**config.mk**
```make
export PLATFORM = sky130hd
export DESIGN_NAME = edge_capture_timer
export DESIGN_NICKNAME = d
export VERILOG_FILES = /design/src/rtl/ect_pkg.sv /design/src/rtl/ect_edge_sync.sv /design/src/rtl/ect_tick.sv /design/src/rtl/ect_core.sv /design/src/rtl/edge_capture_timer.sv
export SDC_FILE = /design/constraint.sdc
export NUM_CORES = 1
export LEC_CHECK = 0
export ABC_CLOCK_PERIOD_IN_PS = 2500
export BUFFER_PORTS_ARGS = -buffer_cell sky130_fd_sc_hd__buf_2
export CAP_MARGIN = 15
export CORE_MARGIN = 2
export CORE_UTILIZATION = 50
export CTS_CLUSTER_SIZE = 28
export DETAILED_ROUTE_END_ITERATION = 10
export MAX_ROUTING_LAYER = met4
export PLACE_DENSITY = 0.74
export SLEW_MARGIN = 20
export SYNTH_ARGS = -nofsm -noshare
export SYNTH_HDL_FRONTEND = slang
export SYNTH_SLANG_ARGS = --single-unit
```
**constraint.sdc**
```tcl
create_clock -name clk -period 2.5 [get_ports clk]
set_input_delay 0.25 -clock clk [delete_from_list [all_inputs] [get_ports clk]]
set_output_delay 0.25 -clock clk [all_outputs]
set_load 0.01 [all_outputs]
```
**src/rtl/ect_pkg.sv**
```systemverilog
package ect_pkg;
  typedef enum logic [1:0] {
    ST_WAIT = 2'd0,
    ST_RUN  = 2'd1,
    ST_HOLD = 2'd2,
    ST_FREE = 2'd3
  } ect_state_e;

  localparam logic [3:0] MODE_PULSE  = 4'b0100;
  localparam logic [3:0] MODE_PERIOD = 4'b0101;
endpackage

```
**src/rtl/ect_edge_sync.sv**
```systemverilog
module ect_edge_sync #(
  parameter int SYNC_STAGES = 2
) (
  input  logic clk,
  input  logic rst_n,
  input  logic sig_i,
  output logic rise_o,
  output logic fall_o
);
  logic [SYNC_STAGES-1:0] sync_q, sync_d;
  logic                   prev_q, prev_d;

  always_comb begin
    sync_d = {sync_q[SYNC_STAGES-2:0], sig_i};
    prev_d = sync_q[SYNC_STAGES-1];
  end

  always_ff @(posedge clk or negedge rst_n) begin
    if (!rst_n) begin
      sync_q <= '0;
      prev_q <= 1'b0;
    end else begin
      sync_q <= sync_d;
      prev_q <= prev_d;
    end
  end

  assign rise_o = sync_q[SYNC_STAGES-1] & ~prev_q;
  assign fall_o = ~sync_q[SYNC_STAGES-1] & prev_q;


  edge_excl_chk: assert property (@(posedge clk) disable iff (!rst_n)
    rise_o |=> !rise_o);
endmodule

```
**src/rtl/ect_tick.sv**
```systemverilog
module ect_tick (
  input  logic clk,
  input  logic rst_n,
  input  logic run_i,
  input  logic src_i,
  input  logic ext_i,
  output logic tick_o
);
  logic ph_q, ph_d;

  always_comb begin
    ph_d = run_i ? ~ph_q : 1'b0;
  end

  always_ff @(posedge clk or negedge rst_n) begin
    if (!rst_n) ph_q <= 1'b0;
    else        ph_q <= ph_d;
  end

  assign tick_o = src_i ? ext_i : ph_q;


  half_rate_chk: assert property (@(posedge clk) disable iff (!rst_n)
    (!src_i && tick_o) |=> !(tick_o && !src_i));
endmodule

```
**src/rtl/ect_core.sv**
```systemverilog
module ect_core
  import ect_pkg::*;
#(
  parameter int CNT_W = 8
) (
  input  logic             clk,
  input  logic             rst_n,
  input  logic             active_i,
  input  logic             period_i,
  input  logic             reload_i,
  input  logic             invert_i,
  input  logic             rise_i,
  input  logic             fall_i,
  input  logic             tick_i,
  input  logic [CNT_W-1:0] preload_i,
  input  logic             cie_i,
  input  logic             cmp_clr_i,
  input  logic             ovf_clr_i,
  output logic [CNT_W-1:0] cnt_o,
  output logic [CNT_W-1:0] cap_o,
  output logic             cmp_o,
  output logic             ovf_o,
  output logic             irq_o
);
  localparam logic [CNT_W-1:0] ONE = CNT_W'(1);

  ect_state_e       state_q, state_d;
  logic [CNT_W-1:0] cnt_q, cnt_d;
  logic [CNT_W-1:0] cap_q, cap_d;
  logic             cmp_q, cmp_d;
  logic             ovf_q, ovf_d;
  logic             lead, trail, stop_edge;
  logic             cap_evt, wrap;

  always_comb begin
    lead      = invert_i ? fall_i : rise_i;
    trail     = invert_i ? rise_i : fall_i;
    stop_edge = period_i ? lead : trail;
    state_d   = state_q;
    cnt_d     = cnt_q;
    cap_d     = cap_q;
    cap_evt   = 1'b0;
    wrap      = 1'b0;
    if (!active_i) begin
      state_d = ST_WAIT;
    end else begin
      unique case (state_q)
        ST_WAIT: begin
          if (lead) begin
            cnt_d   = preload_i;
            state_d = ST_RUN;
          end
        end
        ST_RUN: begin
          if (stop_edge) begin
            cap_evt = 1'b1;
            cap_d   = cnt_q;
            if (period_i) begin
              if (reload_i) cnt_d   = preload_i;
              else          state_d = ST_FREE;
            end else begin
              state_d = reload_i ? ST_WAIT : ST_HOLD;
            end
          end else if (tick_i) begin
            wrap  = &cnt_q;
            cnt_d = cnt_q + ONE;
          end
        end
        ST_HOLD: begin
          if (lead) state_d = ST_RUN;
        end
        ST_FREE: begin
          if (tick_i) begin
            wrap  = &cnt_q;
            cnt_d = cnt_q + ONE;
          end
        end
        default: state_d = ST_WAIT;
      endcase
    end
    cmp_d = cap_evt | (cmp_q & ~cmp_clr_i);
    ovf_d = wrap | (ovf_q & ~ovf_clr_i);
  end

  always_ff @(posedge clk or negedge rst_n) begin
    if (!rst_n) begin
      state_q <= ST_WAIT;
      cnt_q   <= '0;
      cap_q   <= '0;
      cmp_q   <= 1'b0;
      ovf_q   <= 1'b0;
    end else begin
      state_q <= state_d;
      cnt_q   <= cnt_d;
      if (cap_evt) cap_q <= cap_d;
      cmp_q   <= cmp_d;
      ovf_q   <= ovf_d;
    end
  end

  assign cnt_o = cnt_q;
  assign cap_o = cap_q;
  assign cmp_o = cmp_q;
  assign ovf_o = ovf_q;
  assign irq_o = cmp_q & cie_i;


  cap_load_chk: assert property (@(posedge clk) disable iff (!rst_n)
    cap_evt |=> (cap_q == $past(cnt_q)) && cmp_q);


  wrap_chk: assert property (@(posedge clk) disable iff (!rst_n)
    wrap |=> (cnt_q == '0) && ovf_q);


  halt_chk: assert property (@(posedge clk) disable iff (!rst_n)
    !active_i |=> (state_q == ST_WAIT) && $stable(cnt_q));


  hold_chk: assert property (@(posedge clk) disable iff (!rst_n)
    (state_q == ST_HOLD) |=> $stable(cnt_q));
endmodule

```
**src/rtl/edge_capture_timer.sv**
```systemverilog
module edge_capture_timer
  import ect_pkg::*;
#(
  parameter int CNT_W = 8
) (
  input  logic             clk,
  input  logic             rst_n,
  input  logic [3:0]       mode_sel,
  input  logic             enable,
  input  logic             reload,
  input  logic             invert,
  input  logic             tick_sel,
  input  logic             prescale_tick,
  input  logic [CNT_W-1:0] preload,
  input  logic             cmp_irq_en,
  input  logic             cmp_clr,
  input  logic             ovf_clr,
  input  logic             sig_in,
  output logic [CNT_W-1:0] count,
  output logic [CNT_W-1:0] capture,
  output logic             cmp_flag,
  output logic             ovf_flag,
  output logic             irq
);
  logic active, period, rise, fall, tick;

  assign period = (mode_sel == MODE_PERIOD);
  assign active = enable & (period | (mode_sel == MODE_PULSE));

  ect_edge_sync #(.SYNC_STAGES(2)) u_sync (
    .clk(clk), .rst_n(rst_n), .sig_i(sig_in), .rise_o(rise), .fall_o(fall)
  );

  ect_tick u_tick (
    .clk(clk), .rst_n(rst_n), .run_i(active), .src_i(tick_sel),
    .ext_i(prescale_tick), .tick_o(tick)
  );

  ect_core #(.CNT_W(CNT_W)) u_core (
    .clk(clk), .rst_n(rst_n), .active_i(active), .period_i(period),
    .reload_i(reload), .invert_i(invert), .rise_i(rise), .fall_i(fall),
    .tick_i(tick), .preload_i(preload), .cie_i(cmp_irq_en),
    .cmp_clr_i(cmp_clr), .ovf_clr_i(ovf_clr), .cnt_o(count),
    .cap_o(capture), .cmp_o(cmp_flag), .ovf_o(ovf_flag), .irq_o(irq)
  );
endmodule

```
Word level (Yosys, flattened, before mapping). Index checks and enable logic that the tools add are counted. W data, S select, Z words.

Equal/unequal tests: 12. Multiplexer cells: 25. Reduce and logical (&&, ||, !) cells: 7. Bitwise operators: 14. Add/sub/neg operators: 1.

Operator list (count): $mux W8 (5); $pmux W8 S3 (1); $ne A3 B3 Y1 const B (5); $mux W2 (6); $mux W1 (11); $add A8 B1 Y8 const B (1); $eq A4 B3 Y1 const B (2); $reduce_and A4 Y1 (2); $reduce_and A8 Y1 (1); $and A1 B1 Y1 (6); $not A1 Y1 (5); $reduce_and A5 Y1 (1); $eq A2 B2 Y1 const B (2); $ne A4 B4 Y1 const B (1); $pmux W2 S2 (1); $or A1 B1 Y1 (3); $reduce_bool A3 Y1 (1); $eq A2 B1 Y1 const B (1); $logic_not A2 Y1 (1); $ne A2 B1 Y1 const B (1); $pmux W1 S2 (1); $reduce_or A2 Y1 (1).

Bits of input ports: 23. Output and inout bits: 19. Register bits: 24.

Depth between registers and ports, before layout.
Depth after elaboration: 8. Depth in mapped cells: 7. Mapped depth without buffers: 5.

Cells and area by module. From an unflattened synthesis, not the netlist that was laid out.

Cells, all modules: 111. Area total of the unflattened synthesis: 1252.5 µm².

By module, submodules not included: ect_core (area each 1091.0 µm², sequential area each 500.5 µm², cells an instance 101, instances 1); ect_edge_sync (area each 90.1 µm², sequential area each 75.1 µm², cells an instance 5, instances 1); ect_tick (area each 46.3 µm², sequential area each 25.0 µm², cells an instance 3, instances 1); edge_capture_timer (area each 25.0 µm², sequential area each 0.0 µm², cells an instance 2, instances 1).

Worst setup path before layout. Ideal clock, no wire load.

Kind: register -> register. From: register u_sync.prev_q. To: register u_core.cnt_q[2], in the netlist u_core.cnt_o[2]. Arrival time: 1653 ps. Setup time: 129 ps. Setup slack: 718 ps. Cell stages (with the launch flop): 7. Clock period less this slack: 1782 ps. Cells stage by stage: dfrtp_1 > nand2b_4 > or4b_1 > nand4_4 > buf_6 > mux2i_1 > a22oi_1.

Longest elaborated chain between the ends: 6. Elaborated cells between the ends (all ways): 12. Those cells by class: eq/ne: 3; mux: 5; bitwise: 3; reduce/logical: 1.

RTL lines: start, declared (RTL line ect_edge_sync.sv:11) `logic prev_q, prev_d;`; start signal, assigned (RTL line ect_edge_sync.sv:24) `prev_q <= prev_d;`; $not A1 Y1 (RTL line ect_edge_sync.sv:28) `assign rise_o = sync_q[SYNC_STAGES-1] & ~prev_q;`; $and A1 B1 Y1 (RTL line ect_edge_sync.sv:28); $mux W1, on equally long branches (RTL line ect_core.sv:37, ect_core.sv:36); $mux W1 (RTL line ect_core.sv:38) `stop_edge = period_i ? lead : trail;`; $ne A3 B3 Y1 (no line) or $mux W8 (tied branches); $reduce_and A5 Y1 (no line) or $pmux W8 S3 (tied branches); end signal, assigned (RTL line ect_core.sv:94) `cnt_q <= cnt_d;`; end, declared (RTL line ect_core.sv:28) `logic [CNT_W-1:0] cnt_q, cnt_d;`.

Parallel ways exist; a longest one is shown, timed or not. A chain may end at the register's enable or synchronous reset.

Final worst setup path.
From: register u_sync.sync_q[1]. To: register u_core.ovf_q, in the netlist u_core.ovf_o.

Longest elaborated chain between the ends: 8. Elaborated cells between the ends (all ways): 10. Those cells by class: mux: 6; bitwise: 4.

RTL lines: start, declared (RTL line ect_edge_sync.sv:10) `logic [SYNC_STAGES-1:0] sync_q, sync_d;`; start signal, assigned (RTL line ect_edge_sync.sv:23) `sync_q <= sync_d;`; $not A1 Y1 (RTL line ect_edge_sync.sv:29) `assign fall_o = ~sync_q[SYNC_STAGES-1] & prev_q;`; $and A1 B1 Y1 (RTL line ect_edge_sync.sv:29); $mux W1, on equally long branches (RTL line ect_core.sv:37, ect_core.sv:36); $mux W1 * (RTL line ect_core.sv:38); $mux W1 * (RTL line ect_core.sv:55) `if (stop_edge) begin`; $pmux W1 S2 * (RTL line ect_core.sv:47) `unique case (state_q)`; $mux W1 * (RTL line ect_core.sv:44) `if (!active_i) begin`; $or A1 B1 Y1 * (RTL line ect_core.sv:82) `ovf_d = wrap | (ovf_q & ~ovf_clr_i);`; via u_core.ovf_d (RTL line ect_core.sv:31) `logic ovf_q, ovf_d;`; end signal, assigned (RTL line ect_core.sv:97) `ovf_q <= ovf_d;`; end, declared (RTL line ect_core.sv:31).

The timed path passes the listed nets; every way through them passes the cells marked *.

==> impl_metrics.py <==
metrics = {
    "synthesis": {
        "ys.warnings.count": 0,
        "seq_area_frac_synth": 0.4328,
        "ys.flop_type": "dfrtp_1",
        "synthArstFlopShare": 1.000,
        "syn-mean-instance-area_um2": 11.47,
        "syn_area_um2": 1388,
        "synth_nets": 145,
        "synthCells": 121,
        "ys_types": 39,
        "synth-edff-count": 0,
        "synth-seq-cells": 24,
    },
    "sta": {
        "rsz0062_at_grt": "false",
        "slew_headroom": 0.6516,
        "layout_worst_path_cycle_share": 0.8129,
        "setup_viol": 0,
        "finalWorstSetupSlack_ns": 0.4678,
        "period_minus_slack_ns": 2.032,
        "fin_tns_setup_ns": 0,
        "worst_slew_pin_slew_ns": 0.5225,
        "finalClockSkew_ns": 0.008521,
        "max_freq_mhz": 492.1,
        "finalHoldViolCount": 0,
        "drv_slew": 0,
    },
    "final_layout": {
        "finish.utilization": 0.6120,
        "multi_input_area_um2": 725.7,
        "seq_area_um2": 600.6,
        "drive_above_1_share": 0.3841,
        "fin_area_um2": 1644,
        "final_nets": 190,
        "area_delta_synth_final_pct": 18.49,
        "antenna_cells": 0,
        "nFillCells": 239,
    },
    "worst_setup_path": {
        "critPathKind": "reg -> reg",
        "cp-end-kind": "register",
        "crit_slowest_cell": "or4_1",
        "path_cells": "and4bb_2, o21ai_1, nand4_4, or4_1, o21ai_0",
        "start_kind": "register",
        "cp-startpoint": "u_sync.sync_q[1]",
        "r2r-start": "u_sync.sync_q[1]",
        "cp_data_arrival_time_ns": 2.27,
        "path_max_fanout": 16,
        "required_ns": 2.74,
        "slowest_delay_ns": 0.56,
    },
    "floorplan": {
        "core_area_um2": 2686,
        "rows": 19,
        "die_w_um": 56.68,
        "initial_utilization": 0.5165,
        "ioPinCount": 42,
        "die_h_um": 56.68,
        "dieArea_um2": 3213,
    },
    "route": {
        "wl_per_cell_um": 15.08,
        "first_pass_iters": 5,
        "ant_nets": 0,
        "vias": 1109,
        "drc_errors": 0,
        "drt-vias-per-instance": 5.687,
        "drt_iter0_drc": 40,
        "drt-total-wl_um": 2941,
    },
    "power": {
        "p_leak_nw": 0.8427,
        "ir_worst_vdd_mv": 0.3629,
        "cellPowerDensity_nw_per_um2": 495.6,
        "total_power_uw": 814.9,
    },
    "placement": {
        "place.gp.congestion": 0.7794,
        "dp_worst_setup_slack_ns": 0.4382,
        "postPlaceCellArea_um2": 1612,
        "port_buffers": 41,
        "dp_hpwl_um": 2242,
    },
    "worst_hold_path": {
        "hold_path_class": "in -> reg",
        "hold_start": "sig_in",
    },
    "global_route": {
        "grt_pass1_vias": 1084,
        "antenna_found_initial": 0,
        "gr-total-overflow": 0,
        "grtUsageTotal": 0.2023,
        "grt_pass1_wl_um": 4940,
        "grt_start_max_net_pins": 25,
    },
    "clock_network": {
        "cts_made_buffers": 3,
        "clock-sinks": 24,
        "post-cts-setup-buffers": 0,
        "cts_tree": "built",
        "clkTransAtPathRegs_ns": 0.13,
        "htreeDepth": 1,
        "cts-root-buf": "clkbuf_4",
        "clock_path_buffers": 2,
        "clk_latency_ns": 0.31,
    },
    "run_status": {
        "status": "complete, no violations",
    },
    "run": {
        "timing.max_cap.violations": 0,
    },
}
-- what timing repair did --
| action | 4_1_cts | 5_1_grt |
|---|---|---|
| gates resized for setup | 0 | 0 |
| hold buffers | 1 | 0 |
| endpoints found under the hold margin | 24 | 0 |
| endpoints found under the setup margin | 0 | 0 |
-- worst paths after layout --
check	endpoint	slack, ns	cells past startpoint
worst min-delay path	u_sync.sync_q[0]	0.04	1
worst max register to register	u_core.ovf_o	0.47	5
worst max-delay path	u_core.ovf_o	0.47	5
worst min register to register	u_sync.sync_q[1]	0.39	0
max in group asynchronous	u_core.cap_o[2]	1.71	2
min in group asynchronous	u_core.ovf_o	0.43	2
-- cell usage in the layout, fill, tap and decap left out, types with 2 or more instances in the layout --
cell        n
buf_2      41
dfrtp_1    24
mux2i_1    10
inv_1       9
mux2_2      9
o21ai_0     9
a22oi_1     6
nand2_1     5
nor2_1      3
nand3_1     3
nand2b_1    3
nand3b_1    3
nor3_1      3
clkbuf_4    3
or4_1       2
nand4_1     2
and2_1      2
o21a_1      2
a2bb2oi_1   2
a211oi_1    2
-- flip-flops by register name, summed over array words and instances (netlist names) --
signal          count
u_core.cmp_o        1
u_core.ovf_o        1
u_core.state_q      2
u_core.cnt_o        8
u_sync.prev_q       1
u_sync.sync_q       2
u_core.cap_o        8
u_tick.ph_q         1
-- power by group --
part	total [mW]	switching [mW]	internal [mW]
sequential	0.471	0.0498	0.421
clock	0.166	0.110	0.0562
combinational	0.177	0.0893	0.0881
-- area by class of cell --
class | instances | share of cell area
clock buffers | 3 | 0.01370
repair buffers | 43 | 0.1355
inverters | 9 | 0.02055
multi-input cells | 85 | 0.4414
well taps | 31 | 0.02359
flip-flops and latches | 24 | 0.3653
-- metrics by stage --
| step | hold WS [ns] | cells |
|---|---|---|
| after CTS | 0.02883 | 195 |
| final | 0.03565 | 195 |
| after global placement | 0.2546 | 191 |
| after floorplan | -0.04559 | 121 |
| after detailed placement | 0.2646 | 191 |
| after global routing | 0.02012 | 195 |
-- routing by layer --
| metal | vias to the layer above | track usage | part of all wire |
|---|---|---|---|
| met3 | 2 | 0.02765 | 0.043 |
| met1 | 542 | 0.2600 | 0.44 |
| li1 | 539 | - | - |
| met5 | - | - | 0 |
| met2 | 26 | 0.3322 | 0.51 |
| met4 | 0 | 0.06122 | 0.0068 |
-- Yosys cell counts, types with 2 or more instances --
| cell type | instances | area [um2] |
|---|---|---|
| o21a_1 | 2 | 15.01 |
| inv_1 | 9 | 33.78 |
| nand4_1 | 2 | 12.51 |
| a2bb2oi_1 | 2 | 17.52 |
| buf_6 | 2 | 22.52 |
| nand3_1 | 3 | 15.01 |
| nand2_1 | 5 | 18.77 |
| nand3b_1 | 3 | 22.52 |
| a211oi_1 | 2 | 15.01 |
| nor3_1 | 3 | 15.01 |
| nand2b_1 | 3 | 18.77 |
| and2_1 | 2 | 12.51 |
| nor2_1 | 3 | 11.26 |
| mux2_2 | 9 | 101.4 |
| mux2i_1 | 10 | 100.1 |
| dfrtp_1 | 24 | 600.6 |
| a22oi_1 | 6 | 45.04 |
| o21ai_0 | 9 | 45.04 |
| or4_1 | 2 | 15.01 |
-- critical path, delay by kind of cell (launching register included) --
kind	cells	cell delay [ns]
AND/OR/NAND/NOR	3	1.15
flip-flops	1	0.52
AO/OA/AOI/OAI	2	0.31
-- cell families (layout without fill, tap and decap cells) --
kind of cell / count (synthesis) / in the layout / synth area share
AND/OR/NAND/NOR: 38 / 38 / 0.2218
AO/OA/AOI/OAI: 26 / 26 / 0.1407
flip-flops: 24 / 24 / 0.4328
multiplexers: 19 / 19 / 0.1452
buffers and inverters: 12 / 55 / 0.04418
adder cells (fa/ha/maj): 1 / 1 / 0.009016
XOR/XNOR: 1 / 1 / 0.006313
No activity file was read; power rests on OpenSTA's default activity.
